$ cat config.mk
export PLATFORM = sky130hd
export DESIGN_NAME = uart_irq_ident
export DESIGN_NICKNAME = d
export VERILOG_FILES = /design/src/rtl/uart_irq_pkg.sv /design/src/rtl/uart_irq_qual.sv /design/src/rtl/uart_irq_prio.sv /design/src/rtl/uart_irq_ident.sv
export SDC_FILE = /design/constraint.sdc
export NUM_CORES = 1
export LEC_CHECK = 0
export BUFFER_PORTS_ARGS = -buffer_cell sky130_fd_sc_hd__buf_2
export CORE_AREA = 2 2 39 41
export CTS_BUF_LIST = sky130_fd_sc_hd__clkbuf_8
export CTS_CLUSTER_DIAMETER = 60
export DETAILED_ROUTE_END_ITERATION = 10
export DIE_AREA = 0 0 41 43
export PLACE_DENSITY = 0.65
export RECOVER_POWER = 100
export SKIP_CTS_REPAIR_TIMING = 1
export SLEW_MARGIN = 20
export SYNTH_ARGS = -nofsm -noshare
export SYNTH_HDL_FRONTEND = slang
export SYNTH_HIERARCHICAL = 1
export SYNTH_SLANG_ARGS = --single-unit
$ cat constraint.sdc
create_clock -name clk -period 2.2 [get_ports clk]
set_input_delay 0.44 -clock clk [delete_from_list [all_inputs] [get_ports clk]]
set_output_delay 0.44 -clock clk [all_outputs]
set_load 0.02 [all_outputs]
$ cat src/rtl/uart_irq_pkg.sv
package uart_irq_pkg;
  localparam int NSRC   = 5;
  localparam int CODE_W = 4;
  localparam int ID_W   = 8;

  localparam int IX_LINE = 0;
  localparam int IX_RXD  = 1;
  localparam int IX_TMO  = 2;
  localparam int IX_TXR  = 3;
  localparam int IX_MDM  = 4;

  localparam logic [CODE_W-1:0] CODE_NONE = 4'b0001;
  localparam logic [CODE_W-1:0] CODE_TXR  = 4'b0010;

  function automatic logic [CODE_W-1:0] src_code(input int idx);
    case (idx)
      IX_LINE: src_code = 4'b0110;
      IX_RXD:  src_code = 4'b0100;
      IX_TMO:  src_code = 4'b1100;
      IX_TXR:  src_code = CODE_TXR;
      default: src_code = 4'b0000;
    endcase
  endfunction
endpackage

$ cat src/rtl/uart_irq_qual.sv
module uart_irq_qual
  import uart_irq_pkg::*;
(
  input  logic            clk,
  input  logic            rst_n,
  input  logic            fifo_en,
  input  logic            ls_err,
  input  logic            rx_trig,
  input  logic            rx_hold,
  input  logic            rx_tmo,
  input  logic            rx_push,
  input  logic            tx_half,
  input  logic            tx_done,
  input  logic            ms_chg,
  input  logic            ie_line,
  input  logic            ie_rxd,
  input  logic            ie_txr,
  input  logic            ie_mdm,
  input  logic            rd_id,
  input  logic            shows_txr,
  output logic [NSRC-1:0] act
);
  logic rx_src, tx_src;
  logic tmo_kill_q, tx_ack_q;
  logic tx_read_now;

  assign rx_src      = fifo_en ? rx_trig : rx_hold;
  assign tx_src      = fifo_en ? tx_half : tx_done;
  assign tx_read_now = rd_id & shows_txr;

  // timeout withdrawal: held until the timer condition drops
  always_ff @(posedge clk) begin
    if (!rst_n)       tmo_kill_q <= 1'b0;
    else if (!rx_tmo) tmo_kill_q <= 1'b0;
    else if (rx_push) tmo_kill_q <= 1'b1;
  end

  // transmit request acknowledged by a read of the identification value
  always_ff @(posedge clk) begin
    if (!rst_n)           tx_ack_q <= 1'b0;
    else if (!tx_src)     tx_ack_q <= 1'b0;
    else if (tx_read_now) tx_ack_q <= 1'b1;
  end

  always_comb begin
    act          = '0;
    act[IX_LINE] = ie_line & ls_err;
    act[IX_RXD]  = ie_rxd & rx_src;
    act[IX_TMO]  = ie_rxd & fifo_en & rx_tmo & ~rx_push & ~tmo_kill_q;
    act[IX_TXR]  = ie_txr & tx_src & ~tx_ack_q & ~tx_read_now;
    act[IX_MDM]  = ie_mdm & ms_chg;
  end

  assert_kill_holds_R7: assert property (@(posedge clk) disable iff (!rst_n)
    (tmo_kill_q && rx_tmo) |-> !act[IX_TMO]);
  assert_tmo_needs_fifo_R6: assert property (@(posedge clk) disable iff (!rst_n)
    !fifo_en |-> !act[IX_TMO]);
endmodule

$ cat src/rtl/uart_irq_prio.sv
module uart_irq_prio
  import uart_irq_pkg::*;
#(
  parameter int N = NSRC
)(
  input  logic [N-1:0]      act,
  output logic [CODE_W-1:0] code
);
  logic [CODE_W-1:0] tbl [N];

  for (genvar g = 0; g < N; g++) begin : g_tbl
    assign tbl[g] = src_code(g);
  end

  // scan from lowest rank upward so the highest rank overwrites last
  always_comb begin
    code = CODE_NONE;
    for (int i = N - 1; i >= 0; i--) begin
      if (act[i]) code = tbl[i];
    end
  end
endmodule

$ cat src/rtl/uart_irq_ident.sv
module uart_irq_ident
  import uart_irq_pkg::*;
(
  input  logic            clk,
  input  logic            rst_n,
  input  logic            fifo_en,
  input  logic            ls_err,
  input  logic            rx_trig,
  input  logic            rx_hold,
  input  logic            rx_tmo,
  input  logic            rx_push,
  input  logic            tx_half,
  input  logic            tx_done,
  input  logic            ms_chg,
  input  logic            abl_lock,
  input  logic            ie_line,
  input  logic            ie_rxd,
  input  logic            ie_txr,
  input  logic            ie_mdm,
  input  logic            ie_abl,
  input  logic            rd_id,
  output logic [ID_W-1:0] id_q,
  output logic            irq
);
  localparam logic [ID_W-1:0] ID_RST = {{(ID_W-CODE_W){1'b0}}, CODE_NONE};

  logic [NSRC-1:0]   act;
  logic [CODE_W-1:0] code;
  logic              shows_txr;

  assign shows_txr = (id_q[CODE_W-1:0] == CODE_TXR);

  uart_irq_qual u_qual (
    .clk(clk), .rst_n(rst_n), .fifo_en(fifo_en), .ls_err(ls_err),
    .rx_trig(rx_trig), .rx_hold(rx_hold), .rx_tmo(rx_tmo), .rx_push(rx_push),
    .tx_half(tx_half), .tx_done(tx_done), .ms_chg(ms_chg),
    .ie_line(ie_line), .ie_rxd(ie_rxd), .ie_txr(ie_txr), .ie_mdm(ie_mdm),
    .rd_id(rd_id), .shows_txr(shows_txr), .act(act)
  );

  uart_irq_prio #(.N(NSRC)) u_prio (.act(act), .code(code));

  always_ff @(posedge clk) begin
    if (!rst_n) id_q <= ID_RST;
    else        id_q <= {fifo_en, fifo_en, 1'b0, abl_lock & ie_abl, code};
  end

  assign irq = ~id_q[0] | id_q[4];

  assert_idle_code_R3: assert property (@(posedge clk) disable iff (!rst_n)
    id_q[0] |-> (id_q[3:1] == 3'b000));
  assert_tmo_in_fifo_R6: assert property (@(posedge clk) disable iff (!rst_n)
    id_q[3] |-> id_q[7]);
  assert_push_withdraws_R7: assert property (@(posedge clk) disable iff (!rst_n)
    rx_push |=> !id_q[3]);
  assert_read_clears_tx_R8: assert property (@(posedge clk) disable iff (!rst_n)
    (rd_id && id_q[3:0] == 4'b0010) |=> (id_q[3:0] != 4'b0010));
  assert_line_wins_R1: assert property (@(posedge clk) disable iff (!rst_n)
    (ls_err && ie_line) |=> (id_q[3:0] == 4'b0110));
  assert_reserved_zero_R10: assert property (@(posedge clk) disable iff (!rst_n)
    (id_q[5] == 1'b0) && (id_q[7] == id_q[6]));
endmodule

==> flow_metrics.tcl, run 1 <==
set metrics [dict create \
    antenna_cells 0 \
    synth-compound-area-share_pct 6.23 \
    layout.cells.non_filler 77 \
    synth_cell_types 20 \
    fin_setup_tns_ns 0 \
    dr.first_iter.drc_count 2 \
    synth_fp_nets 53 \
    synth_xor_area_share_pct 0 \
    ys_seq_area_share_pct 44.3 \
    muxShareOfSynthArea_pct 6.92 \
    synth_top_area_cell "dfxtp_1" \
    clk_latency_ns 0.23 \
    required_ns 2.37 \
    cts_sinks 8 \
    drc_errors 0 \
    portBuffers 25 \
    hold_viol 0 \
    worstSetupStartpointType "input port" \
    core_area_um2 1380 \
    rows 14 \
    top_layer "met4" \
    die-area_um2 1760 \
    root_buffer "clkbuf_8" \
    synthCells 35 \
    min-delay-start "ie_abl" \
    pin_count 27 \
    h-tree-depth 1 \
    synth_top_family_by_area "simple AND/OR/NAND/NOR gates" \
    setup_viol 0 \
    startpoint "fifo_en" \
    synth.ff_latch_count 8 \
    yosys_warnings 6 \
    m1WireLength_um 242 \
    dpl_cell_area_um2 492 \
    numCtsBuffers 3 \
    wl_um 701 \
    syn_area_um2 362 \
    overflow 0 \
    worstPathArrival_ns 1.55 \
    rsz0062_at_grt "false" \
    drive_gt1_share_pct 31.1 \
    synth-simple-area-share_pct 37.4 \
    rr_startpoint "id_q[0]" \
    die_h_um 43 \
    fmax_ghz 0.724 \
    ir_drop_mv 0.198 \
    initial_core_util_pct 26.1 \
    cts_tree "yes" \
    vias 336 \
    grt_first_pass_wirelength_um 1010 \
    numPlacedInstances 74 \
    syn_avg_cell_area_um2 10.3 \
    cap_violations 0 \
    grt_usage_pct 9.13 \
    antenna_found_initial 0 \
    yosys-top-cells-area "dfxtp_1 (44%), and2_1 (10%), buf_4 (4.2%)" \
    viasPerCell 4.36 \
    synth_top_cell_area_share_pct 44.3 \
    nets 81 \
    hold_path_class "in2reg" \
    pwr_density_cell_nw_per_um2 759 \
    period_share_pct 62.8 \
    critical_path_class "in2reg" \
    clockBufferDepth 2 \
    cp_max_fo 4 \
    fin_crit_ns 1.38 \
    clkTransAtPathRegs_ns 0.04 \
    p_leak_nw 0.247 \
    grt_pass1_vias 299 \
    gp_congestion 0.649 \
    finClkSkew_ns 0.00103 \
    final_antenna_net_count 0 \
    wl_met2_um 387 \
    endpoint_kind "register" \
    wire_per_inst_um 9.10 \
    die_x_um 41 \
    layout-area-overhead-vs-synth_pct 40.1 \
    wl_met3_um 47 \
    grt_max_degree 9 \
    r2r_setup_slack_ns 0.90 \
    synth-adder-area-share_pct 0 \
    drtPass1Iterations 3 \
    status "finished, final reports clean" \
    report.final.slew_viol_count 0 \
    fin_area_um2 507 \
]
==> final timing paths <==
| check | endpoint | depth (start not counted) |
|---|---|---|
| setup / recovery | id_q[0] | 6 |
| hold / removal | id_q[4] | 2 |
| setup reg to reg | id_q[1] | 5 |
| hold reg to reg | u_qual/tmo_kill_q | 1 |
==> cells by family after synthesis <==
family | after synthesis
compound gates | 3
mux | 2
other cells | 1
simple gates | 19
buf+inv | 2
flops | 8
==> state kept, by name, summed over array words and instances (netlist names) <==
name               cells
u_qual/tx_ack_q        1
u_qual/tmo_kill_q      1
id_q                   6
==> metrics by stage <==
stage / hold slack, ns / setup WS [ns] / util, % / total power [mW]
final: 0.438 / 0.818 / 36.6 / 0.385
after global routing: 0.445 / 0.658 / 36.6 / 0.402
after CTS: 0.436 / 0.875 / 38.5 / 0.397
after detailed placement: 0.498 / 0.693 / 35.5 / 0.223
after global placement: 0.485 / 0.717 / 35.5 / 0.222
after floorplan: 0.473 / 0.877 / - / 0.197
==> cell usage after synthesis <==
| cell | number |
|---|---|
| nor2_1 | 1 |
| nand3_1 | 1 |
| nor3b_1 | 1 |
| or3_4 | 1 |
| conb_1 | 1 |
| and3b_1 | 1 |
| nor4b_2 | 1 |
| and3_1 | 2 |
| nor2b_1 | 1 |
| buf_4 | 2 |
| mux2i_1 | 1 |
| and2_1 | 6 |
| nor3_1 | 1 |
| o211a_1 | 1 |
| dfxtp_1 | 8 |
| nand2b_1 | 2 |
| nor3_2 | 1 |
| a21o_1 | 1 |
| mux2_4 | 1 |
| a21oi_1 | 1 |
==> critical path, stage by stage <==
cell      delay [ns]
clkbuf_1        0.15
mux2i_1         0.20
nor2b_1         0.08
or3_1           0.39
nor3_1          0.16
nand2b_1        0.12
==> cell type report <==
class	count	area (um^2)
fillers	155	877
multi-input cells	25	173
flip-flops and latches	8	160
repair buffers	25	113
clock buffers	3	41.3
well taps	16	20.0
==> layout by cell type, fill, tap and decap left out <==
master	synthesis	layout
clkbuf_1	0	10
conb_1	1	1
and3b_1	1	1
a21o_1	1	1
nor4b_2	1	1
clkbuf_8	0	3
and3_1	2	2
mux2i_1	1	1
a21oi_1	1	1
mux2_1	0	1
buf_2	0	15
nor3b_1	1	1
o211a_1	1	1
or3_1	0	1
dfxtp_1	8	8
nor2b_1	1	1
nand2b_1	2	2
nor2_1	1	1
and2_0	0	2
nand3_1	1	1
and2_1	6	4
nor3_1	1	2
==> metal layers <==
layer  global-route usage (%)  vias to the layer above
li1                         -                      169
met2                     16.9                       14
met1                     6.09                      151
met4                     10.0                        0
met3                     1.57                        2
met5                        0                        -
==> power breakdown <==
group | internal (mW) | switching [mW]
Clock | 0.118 | 0.0533
Combinational | 0.0258 | 0.0300
Sequential | 0.153 | 0.00424
No activity file was read; power rests on OpenSTA's default activity.
==> run 2: changes to the inputs <==
PLACE_DENSITY = 0.67   (was 0.65)
clock period = 1.2 ns   (was 2.2 ns; I/O delays follow)
==> flow_metrics.tcl, run 2 (synthesized netlist as in run 1, its figures left out) <==
set metrics [dict create \
    root_buffer "clkbuf_8" \
    layout_common_cells "buf_2 (25), and2_1 (5), dfxtp_1 (5)" \
    p_leak_nw 0.308 \
    report.final.slew_viol_count 0 \
    nets 83 \
    r2r_setup_slack_ns -0.06 \
    critical_path_class "reg2reg" \
    hold_viol 0 \
    dpl_cell_area_um2 505 \
    ir_drop_mv 0.299 \
    antenna_cells 0 \
    hold_path_class "in2reg" \
    dpl.hpwl_um 562 \
    largest_reg_flops 6 \
    gp_congestion 0.633 \
    worstSetupStartpointType "register" \
    cap_violations 0 \
    fin_area_um2 578 \
    status "finished with violations" \
    multi_input_comb_area_um2 206 \
    required_ns 1.32 \
    period_share_pct 105 \
    grt_usage_pct 9.04 \
    overflow 0 \
    worstPathArrival_ns 1.38 \
    numCtsBuffers 3 \
    grt_pass1_vias 271 \
    grt_first_pass_wirelength_um 979 \
    core_area_um2 1380 \
    layout-area-overhead-vs-synth_pct 59.9 \
    wl_um 700 \
    setup_slack_ns -0.0629 \
    drc_errors 0 \
    seqCellArea_um2 166 \
    clk_latency_ns 0.22 \
    endpoint_kind "register" \
    portBuffers 25 \
    antenna_found_initial 0 \
    pwr_density_cell_nw_per_um2 1270 \
    dr.first_iter.drc_count 7 \
    cts_tree "yes" \
    clockBufferDepth 2 \
    rows 14 \
    cp_max_fo 2 \
    final_common_cell "buf_2" \
    clkTransAtPathRegs_ns 0.04 \
    finClkSkew_ns 0.00139 \
    pin_count 27 \
    layout.cells.non_filler 80 \
    cts_sinks 8 \
    die-area_um2 1760 \
    drtPass1Iterations 4 \
    wire_per_inst_um 8.75 \
    rsz0062_at_grt "true" \
    top_register "id_q" \
    initial_core_util_pct 26.1 \
    postLayoutCoreUtil_pct 41.8 \
    violations "negative setup slack" \
    power_mw 0.736 \
    die_x_um 41 \
    fmax_ghz 0.792 \
    viasPerCell 4.33 \
    final_antenna_net_count 0 \
    setup_viol 2 \
    fillerInstances 145 \
    drive_gt1_share_pct 62.5 \
    top_regs "id_q x6, u_qual/tmo_kill_q x1, u_qual/tx_ack_q x1" \
    numPlacedInstances 75 \
    fin_crit_ns 1.26 \
    fin_setup_tns_ns -0.0646 \
    vias 346 \
    grt_max_degree 9 \
    die_h_um 43 \
    h-tree-depth 1 \
    dp_slack_ns -0.0894 \
    hold-worst-slack_ns 0.239 \
]
[run 2: critical path, cell delays in order (launching register included)]
cell and delay, ns:
dfxtp_4 0.34, nor4b_4 0.28, a21oi_2 0.09, and3_4 0.18, a21o_1 0.15, and2_4 0.12
[run 2: worst paths after layout]
| check | to | depth (start not counted) | start |
|---|---|---|---|
| worst max-delay path | id_q[1] | 5 | id_q[0] |
| worst min-delay path | id_q[4] | 2 | ie_abl |
| worst max register to register | id_q[1] | 5 | id_q[0] |
| worst min register to register | u_qual/tmo_kill_q | 1 | u_qual/tmo_kill_q |
[run 2: area by class of cell]
class / instances / area share, %
Timing Repair Buffer: 27 / 24.2
Tap cell: 16 / 3.46
Sequential cell: 8 / 28.8
Clock buffer: 3 / 7.14
Clock inverter: 1 / 0.649
Multi-Input combinational cell: 25 / 35.7
[run 2: layer usage]
layer / track usage [%] / routed length [um]
met1: 6.43 / 247
met2: 15.3 / 358
met3: 3.14 / 61
met4: 10.0 / 32
met5: 0 / 0
[run 2: power breakdown]
part	internal [mW]	total [mW]	switching, mW
sequential	0.281	0.290	0.00860
combinational	0.0686	0.127	0.0589
clock	0.221	0.319	0.0983
total	0.571	0.736	0.166
